`src/rtl/coord_hs_pkg.sv`:
```
`timescale 1ns/1ps
package coord_hs_pkg;
    typedef enum logic [1:0] {
        ST_IDLE  = 2'd0,
        ST_FILL  = 2'd1,
        ST_READY = 2'd2,
        ST_HOLD  = 2'd3
    } hs_state_e;
endpackage

```
`src/rtl/coord_hs_ctrl.sv`:
```
`timescale 1ns/1ps
module coord_hs_ctrl
    import coord_hs_pkg::*;
#(
    parameter int DEPTH = 40,
    parameter int IDX_W = 6
) (
    input  logic             clk,
    input  logic             rst_n,
    input  logic             en_i,
    input  logic             hw_start_i,
    input  logic             hw_done_i,
    input  logic             sw_start_i,
    input  logic             coord_vld_i,
    output logic             wr_en_o,
    output logic [IDX_W-1:0] wr_idx_o,
    output logic             data_ready_o
);
    localparam logic [IDX_W-1:0] LAST = IDX_W'(DEPTH - 1);

    typedef struct packed {
        hs_state_e        state;
        logic [IDX_W-1:0] idx;
        logic             sw_prev;
    } ctrl_t;

    ctrl_t r_q, r_d;

    always_comb begin
        r_d         = r_q;
        r_d.sw_prev = sw_start_i;
        wr_en_o     = 1'b0;
        case (r_q.state)
            ST_IDLE: begin
                if (en_i && hw_start_i) begin
                    r_d.state = ST_FILL;
                    r_d.idx   = '0;
                end
            end
            ST_FILL: begin
                if (hw_done_i) begin
                    r_d.state = ST_IDLE;
                    r_d.idx   = '0;
                end else if (coord_vld_i) begin
                    wr_en_o = 1'b1;
                    r_d.idx = r_q.idx + 1'b1;
                    if (r_q.idx == LAST) begin
                        r_d.state = ST_READY;
                    end
                end
            end
            ST_READY: begin
                if (sw_start_i && !r_q.sw_prev) begin
                    r_d.state = ST_HOLD;
                end
            end
            ST_HOLD: begin
                if (!sw_start_i) begin
                    r_d.state = ST_IDLE;
                    r_d.idx   = '0;
                end
            end
            default: r_d.state = ST_IDLE;
        endcase
    end

    always_ff @(posedge clk or negedge rst_n) begin
        if (!rst_n) begin
            r_q <= '{state: ST_IDLE, idx: '0, sw_prev: 1'b0};
        end else begin
            r_q <= r_d;
        end
    end

    assign wr_idx_o     = r_q.idx;
    assign data_ready_o = (r_q.state == ST_READY) || (r_q.state == ST_HOLD);

    p_idle_needs_both_r2: assert property (@(posedge clk) disable iff (!rst_n)
        (r_q.state == ST_IDLE && !(en_i && hw_start_i)) |=> (r_q.state == ST_IDLE));

    p_idx_in_range_r3: assert property (@(posedge clk) disable iff (!rst_n)
        wr_en_o |-> (wr_idx_o <= LAST));

    p_ready_after_full_r4: assert property (@(posedge clk) disable iff (!rst_n)
        $rose(data_ready_o) |-> $past(wr_en_o && (wr_idx_o == LAST)));

    p_no_write_frozen_r5: assert property (@(posedge clk) disable iff (!rst_n)
        data_ready_o |-> !wr_en_o);

    p_release_on_low_r7: assert property (@(posedge clk) disable iff (!rst_n)
        (r_q.state == ST_HOLD && !sw_start_i) |=> !data_ready_o);

    p_cancel_fill_r8: assert property (@(posedge clk) disable iff (!rst_n)
        (r_q.state == ST_FILL && hw_done_i) |=> (r_q.state == ST_IDLE && !data_ready_o));
endmodule

```
`src/rtl/coord_hs_store.sv`:
```
`timescale 1ns/1ps
module coord_hs_store #(
    parameter int DEPTH   = 40,
    parameter int COORD_W = 10,
    parameter int IDX_W   = 6
) (
    input  logic               clk,
    input  logic               rst_n,
    input  logic               wr_en_i,
    input  logic [IDX_W-1:0]   wr_idx_i,
    input  logic [COORD_W-1:0] wr_data_i,
    input  logic [IDX_W-1:0]   rd_idx_i,
    output logic [COORD_W-1:0] rd_data_o
);
    logic [DEPTH-1:0][COORD_W-1:0] mem_q, mem_d;

    always_comb begin
        mem_d = mem_q;
        for (int i = 0; i < DEPTH; i++) begin
            if (wr_en_i && (wr_idx_i == IDX_W'(i))) begin
                mem_d[i] = wr_data_i;
            end
        end
    end

    always_ff @(posedge clk or negedge rst_n) begin
        if (!rst_n) begin
            mem_q <= '0;
        end else begin
            mem_q <= mem_d;
        end
    end

    always_comb begin
        rd_data_o = '0;
        for (int i = 0; i < DEPTH; i++) begin
            if (rd_idx_i == IDX_W'(i)) begin
                rd_data_o = mem_q[i];
            end
        end
    end

    p_frozen_without_write_r5: assert property (@(posedge clk) disable iff (!rst_n)
        !wr_en_i |=> $stable(mem_q));

    p_out_of_range_zero_r9: assert property (@(posedge clk) disable iff (!rst_n)
        (rd_idx_i >= IDX_W'(DEPTH)) |-> (rd_data_o == '0));
endmodule

```
`src/rtl/coord_handshake_buf.sv`:
```
`timescale 1ns/1ps
module coord_handshake_buf #(
    parameter int   DEPTH   = 40,
    parameter int   COORD_W = 10,
    localparam int  IDX_W   = $clog2(DEPTH)
) (
    input  logic               clk,
    input  logic               rst_n,
    input  logic               en_i,
    input  logic               hw_start_i,
    input  logic               hw_done_i,
    input  logic               sw_start_i,
    input  logic [COORD_W-1:0] coord_i,
    input  logic               coord_vld_i,
    input  logic [IDX_W-1:0]   rd_idx_i,
    output logic [COORD_W-1:0] rd_data_o,
    output logic               data_ready_o
);
    logic             wr_en;
    logic [IDX_W-1:0] wr_idx;

    coord_hs_ctrl #(.DEPTH(DEPTH), .IDX_W(IDX_W)) ctrl_i (
        .clk          (clk),
        .rst_n        (rst_n),
        .en_i         (en_i),
        .hw_start_i   (hw_start_i),
        .hw_done_i    (hw_done_i),
        .sw_start_i   (sw_start_i),
        .coord_vld_i  (coord_vld_i),
        .wr_en_o      (wr_en),
        .wr_idx_o     (wr_idx),
        .data_ready_o (data_ready_o)
    );

    coord_hs_store #(.DEPTH(DEPTH), .COORD_W(COORD_W), .IDX_W(IDX_W)) store_i (
        .clk       (clk),
        .rst_n     (rst_n),
        .wr_en_i   (wr_en),
        .wr_idx_i  (wr_idx),
        .wr_data_i (coord_i),
        .rd_idx_i  (rd_idx_i),
        .rd_data_o (rd_data_o)
    );
endmodule

```
`config.mk`:
```
export PLATFORM = sky130hd
export DESIGN_NAME = coord_handshake_buf
export DESIGN_NICKNAME = d
export VERILOG_FILES = /design/src/rtl/coord_hs_pkg.sv /design/src/rtl/coord_hs_ctrl.sv /design/src/rtl/coord_hs_store.sv /design/src/rtl/coord_handshake_buf.sv
export SDC_FILE = /design/constraint.sdc
export NUM_CORES = 1
export LEC_CHECK = 0
export BUFFER_PORTS_ARGS = -buffer_cell sky130_fd_sc_hd__buf_2
export CORE_ASPECT_RATIO = 0.9
export CORE_MARGIN = 1.5
export CORE_UTILIZATION = 45
export CTS_BUF_LIST = sky130_fd_sc_hd__clkbuf_4
export CTS_CLUSTER_SIZE = 40
export DETAILED_ROUTE_END_ITERATION = 6
export GPL_TIMING_DRIVEN = 0
export PLACE_DENSITY = 0.69
export SYNTH_ARGS = -nofsm -noshare
export SYNTH_HDL_FRONTEND = slang
export SYNTH_SLANG_ARGS = --single-unit
```
`constraint.sdc`:
```
create_clock -name clk -period 4.5 [get_ports clk]
set_input_delay 0.9 -clock clk [delete_from_list [all_inputs] [get_ports clk]]
set_output_delay 0.9 -clock clk [all_outputs]
set_load 0.1 [all_outputs]
```
Yosys cells after proc, flatten, opt, wreduce, memory -nomap -nowiden
Cells that the tools add are included.
{"block": "word_totals", "ff_bits": 409, "out_inout_bits": 11}
{"block": "op_classes", "muxes": 51, "reduce_logical": 50, "add_sub_neg": 1, "n_eq_ne": 86}
{"cell": "2-to-1 mux 10 bit", "count": 40}
{"cell": "== test 6 x 5 -> 1 bit, second input constant", "count": 32}
{"cell": "== test 6 x 4 -> 1 bit, second input constant", "count": 16}
{"cell": "== test 6 bit, second input constant", "count": 16}
{"cell": "== test 6 x 3 -> 1 bit, second input constant", "count": 8}
{"cell": "logical AND 1 bit", "count": 42}
{"cell": "2-to-1 mux 8 bit", "count": 4}
{"cell": "== test 6 x 2 -> 1 bit, second input constant", "count": 4}
{"cell": "case mux 6 bit (3 select lines)", "count": 1}
{"cell": "== test 6 x 1 -> 1 bit, second input constant", "count": 2}
{"cell": "logical NOT 6 bit", "count": 2}
{"cell": "case mux 2 bit (4 select lines)", "count": 1}
{"cell": "adder 6 x 1 -> 6 bit, second input constant", "count": 1}
{"cell": "AND reduction 5 bit", "count": 1}
{"cell": "== test 2 bit, second input constant", "count": 2}
{"cell": "2-to-1 mux 2 bit", "count": 2}
{"cell": "!= test 2 x 1 -> 1 bit, second input constant", "count": 2}
{"cell": "AND reduction 4 bit", "count": 1}
{"cell": "2-to-1 mux 1 bit", "count": 3}
{"cell": "!= test 3 x 2 -> 1 bit, second input constant", "count": 1}
{"cell": "!= test 3 bit, second input constant", "count": 1}
{"cell": "nonzero test 3 bit", "count": 1}
{"cell": "== test 2 x 1 -> 1 bit, second input constant", "count": 1}
{"cell": "logical NOT 2 bit", "count": 1}
{"cell": "other kinds (3)", "count": 3}

Longest topological paths before layout
Gate-level depths: netlist (run 1).
{"block": "logic_depth", "ltp_word": 41, "mapped_depth": 11}

Modules after synthesis
From an unflattened synthesis (run 1), not the netlist that was laid out.
{"block": "unflattened", "hier_cells": 1678, "area_unflattened_um2": 20392.1}
{"module": "coord_hs_store", "area_each_um2": 19839.0, "seq_area_each_um2": 10009.6, "instances": 1, "cells_per_inst": 1620}
{"module": "coord_hs_ctrl", "area_each_um2": 553.0, "seq_area_each_um2": 225.2, "instances": 1, "cells_per_inst": 58}

Worst setup path after synthesis (run 1)
Ideal clock, no wire load.
{"block": "synth_path", "path_kind": "input to output", "start": "in rd_idx_i[0]", "end": "out rd_data_o[6]", "cell_stages": 10, "t_arrival_ns": 3.818, "required_time_ns": 3.600, "setup_slack_ns": -0.218, "n_path_buf": 4, "cell_sequence": "buf_2 buf_4 buf_4 buf_4 a21oi_1 nor4b_1 a221oi_1 o221ai_1 nand3_1 a22oi_1"}
{"block": "synth_via", "elab_chain_len": 41}
{"element": "start: declaration", "line_no": "coord_handshake_buf.sv:15", "source": "input logic [IDX_W-1:0] rd_idx_i,"}
{"element": "logical NOT 6 bit", "line_no": "coord_hs_store.sv:37", "source": "if (rd_idx_i == IDX_W'(i)) begin"}
{"element": "2-to-1 mux 10 bit (39 in series)", "line_no": "coord_hs_store.sv:37"}
{"element": "2-to-1 mux 10 bit (*)", "line_no": "coord_hs_store.sv:37"}
{"element": "end: declaration", "line_no": "coord_handshake_buf.sv:16", "source": "output logic [COORD_W-1:0] rd_data_o,"}
Every way passes the cells marked *; elsewhere a longest branch is shown, timed or not.

Worst setup path in the final report (run 1)
{"block": "layout_path", "start": "in rd_idx_i[1]", "end": "out rd_data_o[8]"}
Same word-level chain as after synthesis.

==> results.md, run 1 <==
* Horizontal die dimension at 228 um
* Type of the setup path with the least slack: input port to output pin
* Number of stages on the worst setup path at 10
* Area growth from synthesis to layout at 14.3%
* Power per Cell Area at 367 nW/um^2
* Master of the slowest instance on the critical path: sky130_fd_sc_hd__a222oi_1
* Synth area leaders: sky130_fd_sc_hd__dfrtp_1, sky130_fd_sc_hd__mux2_2, sky130_fd_sc_hd__mux2i_1
* Routed via count divided by cell count at 6.55
* Cell area after synthesis at 20500 sq um
* Async SR Flop Fraction at 100%
* Pre-antenna DRT Iters at 7
* Die span in y at 205 um
* Most used flip-flop cell after synthesis: sky130_fd_sc_hd__dfrtp_1
* Number of max-slew violations in the final report at 0
* Final weighted congestion in routability-driven placement at 0.966
* I/O pin total at 34
* Relative slew slack at 33.0%
* CTS root buffer: sky130_fd_sc_hd__clkbuf_4
* CTS Sinks at 409
* Number of antenna violations at the first check in global routing at 2
* Count of final hold-check violations at 0
* Max Clock Skew at 51.1 ps
* Peak Freq at 218 MHz
* Total grt overflow at 0
* Total setup violations reported at the end of the flow at 4
* Inserted Clock Buffers at 109
* Cell type with the highest aggregate area in the netlist: sky130_fd_sc_hd__dfrtp_1
* Category of cells accounting for the largest share of critical-path delay: buffers and inverters
* Required time reported for the critical path endpoint at 3600 ps
* Cell-by-cell listing of the critical path: buf_2 > buf_6 > clkbuf_4 > buf_6 > buf_6 > mux2i_1 > o21bai_1 > a222oi_1 > o21ai_2 > buf_12
* Post-synthesis cell type count at 81
* Post-route cell area at 23400 sq um
* First-pass GRT wire length at 111000 um
* Yosys reg bits at 409
* Number of flops mapped to enable cells by yosys at 0
* Yosys Warn Count at 0
* RSZ-0062 raised after global routing: false
* Total Routed Length at 76600 um
* Total GRT Usage at 32.7%
* Critical path data arrival time at 3690 ps
* Starting DRT DRC Count at 2166
* Worst vdd ir at 0.158 mV
* Setup slack of the most critical reg-to-reg path at 1630 ps
* Max-capacitance violation count at 0
* Total via count after detailed routing at 16300
* Post-layout util at 52.5%
* Violations in the final reports: design-rule violations, negative setup slack
* Post-synthesis sequential area ratio at 50.0%
* Cells after Synth at 1668
* Post-Syn Nets at 1695
* Critical Path End Type: output pin
* Standard cell core area at 44600 sq um
* Longest Clk Path Bufs at 3
* Detail Route Antenna Nets at 0
* Share of post-route cells with drive strength above 1 at 43.1%
* Leakage dissipation at 0.0112 uW
* Most frequent cells in the layout: sky130_fd_sc_hd__mux2_2, sky130_fd_sc_hd__dfrtp_1, sky130_fd_sc_hd__clkbuf_4
* PortBufs at 19
* Total Die Area at 46800 sq um
* Critical path buffer and inverter count at 6
* Via count of the first global-routing pass at 16000
* Clk pin slew, worst setup/hold paths at 60 ps
* Most common library cell in the layout ignoring fill and taps: sky130_fd_sc_hd__mux2_2
* TritonCTS clock tree: built
* Final critical-path share of the clock period at 102%
* Number of cells on the worst reg-to-reg path at 5
* Area share of the largest cell type after synthesis at 50.0%
* Pin count of the biggest net entering global routing at 125
* Path class of the lowest-slack min-delay path: input port to asynchronous set/reset pin
* Site Rows at 73
* Outcome: finished with violations
* Final setup margin at -91.5 ps
* H-tree depth at 3
* Maximum single-stage delay on the critical path at 880 ps
* Clk_lat worst skew at 900 ps
* Effective utilization at floorplan at 45.9%
* DR DRC count at 2
* Per-cell routed wire length at 30.8 um
* Critical path's most frequent cell: sky130_fd_sc_hd__buf_6
* Shortest clock period the worst path allows after layout at 4590 ps
* Cell area after placement at 21500 sq um
* Half-perimeter wire length after placement at 51800 um
* Measured slew at the worst slew-check pin at 1010 ps
* Avg Synthesized Cell Area at 12.3 sq um
* Largest fanout of any net on the critical path at 10
* Number of nets in the layout at 1831
* Critical Path Source Type: input port
## flip-flops by register name, indices dropped and copies added, names as in the netlist, named ones only
register	cells
ctrl_i.r_q	2
ctrl_i.wr_idx_o	6
store_i.mem_q	400
## worst register-to-register path, delay by kind of cell, from the launching register on
kind	cells	cell delay [ps]
buf+inv	1	200
mux	1	470
simple gates	3	1710
flops	1	360
## routing by layer
| metal | vias to the layer above | wire, um | GRT usage [%] |
|---|---|---|---|
| met3 | 246 | 9420 | 10.9 |
| met2 | 1078 | 31700 | 46.1 |
| met5 | - | 0 | 0 |
| met4 | 0 | 4250 | 16.9 |
| met1 | 8367 | 31200 | 44.7 |
| li1 | 6598 | - | - |
## cell usage after synthesis (all sizes together) (10+ instances only)
library cell,count
o21ai,82
nand3,42
o211ai,10
dfrtp,409
mux2i,42
nand2,70
nor2b,16
a21oi,67
nor3,15
a211oi,11
buf,65
a22oi,20
nor2,62
a31oi,15
o221ai,17
o22ai,27
mux4,16
mux2,428
clkbuf,77
## report_power, final
part           total (uW)  internal, uW  switching (uW)
combinational        1270           442             831
sequential           4000          3880             120
clock                3310          1730            1580
total                8590          6050            2530
## cell families after synthesis
kind of cell / Yosys count / share of synthesized area (%)
AO/OA/AOI/OAI: 346 / 11.4
multiplexers: 486 / 27.3
adder cells (fa/ha/maj): 4 / 0.244
AND/OR/NAND/NOR: 271 / 7.59
flip-flops: 409 / 50.0
buffers and inverters: 152 / 3.40
## what timing repair did
| item | CTS | global route |
|---|---|---|
| pin swaps | 4 | 3 |
| gates cloned | 0 | 0 |
| hold buffers | 0 | 0 |
| resized for setup | 107 | 67 |
| setup endpoints to repair | 10 | 10 |
| setup buffers | 2 | 2 |
## area by class of cell
cell class / count / area, sq um
fillers: 3968 / 21200
flip-flops and latches: 409 / 10200
multi-input cells: 1107 / 9800
clock buffers: 168 / 1260
plain buffers: 141 / 933
well taps: 600 / 751
repair buffers: 26 / 267
clock inverters: 20 / 105
inverters: 10 / 40.0
diodes: 5 / 12.5
## path summary, 6_finish.rpt
path | from | endpoint
worst max-delay path | rd_idx_i[1] | rd_data_o[8]
worst min-delay path | rst_n | store_i.mem_q[24]
worst max register to register | ctrl_i.wr_idx_o[2] | store_i.mem_q[266]
worst min register to register | store_i.mem_q[24] | store_i.mem_q[24]
max in group asynchronous | rst_n | store_i.mem_q[276]
min in group clk | sw_start_i | ctrl_i.r_q[0]
## metrics by stage
| stage | hold WS (ps) | power, uW | setup TNS [ps] | std cells | worst slack (ps) |
|---|---|---|---|---|---|
| finish | 19.5 | 8590 | -231 | 2486 | -91.5 |
| global route | 36.6 | 8890 | 0 | 2482 | 7.28 |
| global placement | 479 | 5190 | -2231600 | 2287 | -5470 |
| detailed placement | 486 | 5240 | -8650 | 2290 | -1110 |
| CTS | 27.4 | 8550 | 0 | 2479 | 13.9 |
| floorplan | 470 | 4760 | -95.7 | 1668 | -95.7 |
Note: power is estimated with default switching activity, not from simulation.
==> inputs of run 2 (changes only) <==
--- a/config.mk
+++ b/config.mk
@@ -13,7 +13,7 @@
 export CTS_CLUSTER_SIZE = 40
 export DETAILED_ROUTE_END_ITERATION = 6
 export GPL_TIMING_DRIVEN = 0
-export PLACE_DENSITY = 0.69
+export PLACE_DENSITY = 0.72
 export SYNTH_ARGS = -nofsm -noshare
 export SYNTH_HDL_FRONTEND = slang
 export SYNTH_SLANG_ARGS = --single-unit
==> constraint.sdc (replaced) <==
create_clock -name clk -period 3.93 [get_ports clk]
set_input_delay 0.786 -clock clk [delete_from_list [all_inputs] [get_ports clk]]
set_output_delay 0.786 -clock clk [all_outputs]
set_load 0.1 [all_outputs]
==> run 2 against run 1 <==
Effect of this change:
- sequential power increased by 15%
- critical path depth increased by 2
- non-clock buffer count increased by 22
- worst hold slack improved by 26 ps
- clock-buffer cell count decreased by 8
- sequential share of layout area decreased by 1.5 points
- combinational power increased by 24%
- clock power increased by 16%
- register-to-register slack got worse by 630 ps
- final area increased by 3.5%
- the flow finishes with violations (negative setup slack)
- final cell count increased by 0.97%
- via count increased by 2.1%
==> results.md, run 2 (synthesis results as in run 1) <==
* Worst R2R Start: ctrl_i.wr_idx_o[2]
* Total Die Area at 46800 sq um
* Number of flip-flops in the largest register at 400
* TritonCTS clock tree: built
* PortBufs at 19
* First-pass GRT wire length at 113000 um
* Peak Freq at 250 MHz
* I/O pin total at 34
* Most flops, register: store_i.mem_q
* Share of post-route cells with drive strength above 1 at 45.1%
* Leakage dissipation at 0.0115 uW
* Inserted Clock Buffers at 107
* Critical Path End Type: output pin
* Count of final hold-check violations at 0
* Sequential share of power at 45.9%
* Cell Count Post-Placement at 2290
* Measured slew at the worst slew-check pin at 1000 ps
* Total setup violations reported at the end of the flow at 5
* Die span in y at 205 um
* Clk_lat worst skew at 940 ps
* Final critical-path share of the clock period at 102%
* Number of max-slew violations in the final report at 0
* Effective utilization at floorplan at 45.9%
* Post-Layout Cell Count at 2510
* Combinational group share of total power at 15.7%
* Most common library cell in the layout ignoring fill and taps: sky130_fd_sc_hd__mux2_2
* Type of the setup path with the least slack: input port to output pin
* Final setup margin at -76.9 ps
* Outcome: finished with violations
* Post-layout util at 54.3%
* Pin count of the biggest net entering global routing at 125
* Worst vdd ir at 0.221 mV
* Shortest clock period the worst path allows after layout at 4010 ps
* Half-perimeter wire length after placement at 52200 um
* Max-capacitance violation count at 0
* Standard cell core area at 44600 sq um
* Switching fraction of total power at 30.1%
* Pre-antenna DRT Iters at 5
* Critical path data arrival time at 3220 ps
* CTS Sinks at 409
* CTS root buffer: sky130_fd_sc_hd__clkbuf_4
* DR DRC count at 0
* Via count of the first global-routing pass at 16600
* H-tree depth at 3
* Site Rows at 73
* Total GRT Usage at 33.5%
* Power share of the clock group at 38.4%
* Launching element of the worst setup path: rd_idx_i[1]
* Net switching power of the design at 3000 uW
* Area growth from synthesis to layout at 18.2%
* Final weighted congestion in routability-driven placement at 0.982
* Total via count after detailed routing at 16600
* Longest Clk Path Bufs at 3
* Clk pin slew, worst setup/hold paths at 60 ps
* Power per Cell Area at 413 nW/um^2
* Internal power at 6990 uW
* Number of nets in the layout at 1851
* Starting DRT DRC Count at 2181
* Total grt overflow at 0
* Most frequent cells in the layout: sky130_fd_sc_hd__mux2_2, sky130_fd_sc_hd__dfrtp_1, sky130_fd_sc_hd__clkbuf_4
* Number of antenna violations at the first check in global routing at 2
* Horizontal die dimension at 228 um
* Filler cells at 3874
* Critical Path Source Type: input port
* Registers with the highest flip-flop counts: store_i.mem_q x400, ctrl_i.wr_idx_o x6, ctrl_i.r_q x2
* Routed via count divided by cell count at 6.63
* Detail Route Antenna Nets at 0
* Total Routed Length at 78500 um
* Required time reported for the critical path endpoint at 3140 ps
* Largest fanout of any net on the critical path at 10
* Violations in the final reports: negative setup slack
* Relative slew slack at 33.1%
* Max Clock Skew at 42.3 ps
* Per-cell routed wire length at 31.3 um
* Path class of the lowest-slack min-delay path: input port to register
* Worst hold path startpoint: sw_start_i
run 2: changes by cell type in the layout (fill, tap and decap cells not counted), sizes merged, moves of 2 or more:
cell / change
clkinv: +7
inv: -2
buf: +19
diode: +3
clkbuf: -6
run 2: cell type report:
cell class,instances,area (sq um),area share [%]
diodes,8,20.0,0.0827
clock buffers,160,1200,4.96
plain buffers,140,1140,4.73
clock inverters,27,154,0.636
repair buffers,49,561,2.32
multi-input cells,1107,10100,41.7
well taps,600,751,3.10
flip-flops and latches,409,10200,42.3
inverters,10,46.3,0.191
run 2: repair_timing:
action | 4_1_cts | 5_1_grt
hold buffers | 1 | 0
hold endpoints to repair | 78 | 0
setup buffers | 12 | 11
pin swaps | 12 | 18
endpoints found under the setup margin | 10 | 10
resized for setup | 208 | 60
cloned | 0 | 3
run 2: per-layer routing:
metal	GRT usage [%]	share of wire (%)	vias up
met5	0	0	-
li1	-	-	6636
met2	47.6	41	1172
met1	45.5	40	8511
met4	19.6	6.3	0
met3	10.0	12	315
run 2: power groups by stage:
stage	combinational (uW)	clock, uW	sequential (uW)
2_1_floorplan	860	0	4600
6_report	1570	3840	4590
3_5_place_dp	1360	0	4650
4_1_cts	1460	3850	4580
3_3_place_gp	1320	0	4640
5_1_grt	1630	4090	4610
run 2: metrics by stage:
stage	total power [uW]	cell area (sq um)	setup WS [ps]	TNS, ps	hold WS (ps)
after floorplan	5460	20600	-311	-604	470
after global placement	5950	21500	-5900	-2408560	479
after detailed placement	6010	21600	-1550	-11870	486
after CTS	9900	23800	1.45	0	16.6
after global routing	10300	24200	-36.3	-105	29.7
final	9990	24200	-76.9	-197	45.8
run 2: path summary, 6_finish.rpt:
check	end	slack [ps]	cells past startpoint
hold / removal	ctrl_i.r_q[0]	50	1
min in group asynchronous	store_i.mem_q[15]	440	2
max in group asynchronous	store_i.mem_q[289]	1970	4
hold reg to reg	store_i.mem_q[262]	500	1
setup reg to reg	store_i.mem_q[250]	1000	5
setup / recovery	rd_data_o[0]	-80	12
run 2: critical path, stage by stage:
cell and delay (ps):
sky130_fd_sc_hd__clkbuf_4 180, sky130_fd_sc_hd__clkbuf_16 190, sky130_fd_sc_hd__clkinvlp_4 110, sky130_fd_sc_hd__buf_12 130, sky130_fd_sc_hd__buf_6 210, sky130_fd_sc_hd__clkbuf_4 350, sky130_fd_sc_hd__nand2_1 110, sky130_fd_sc_hd__a22oi_2 310
sky130_fd_sc_hd__o221ai_2 200, sky130_fd_sc_hd__a21oi_4 270, sky130_fd_sc_hd__o21ai_2 110, sky130_fd_sc_hd__buf_4 240
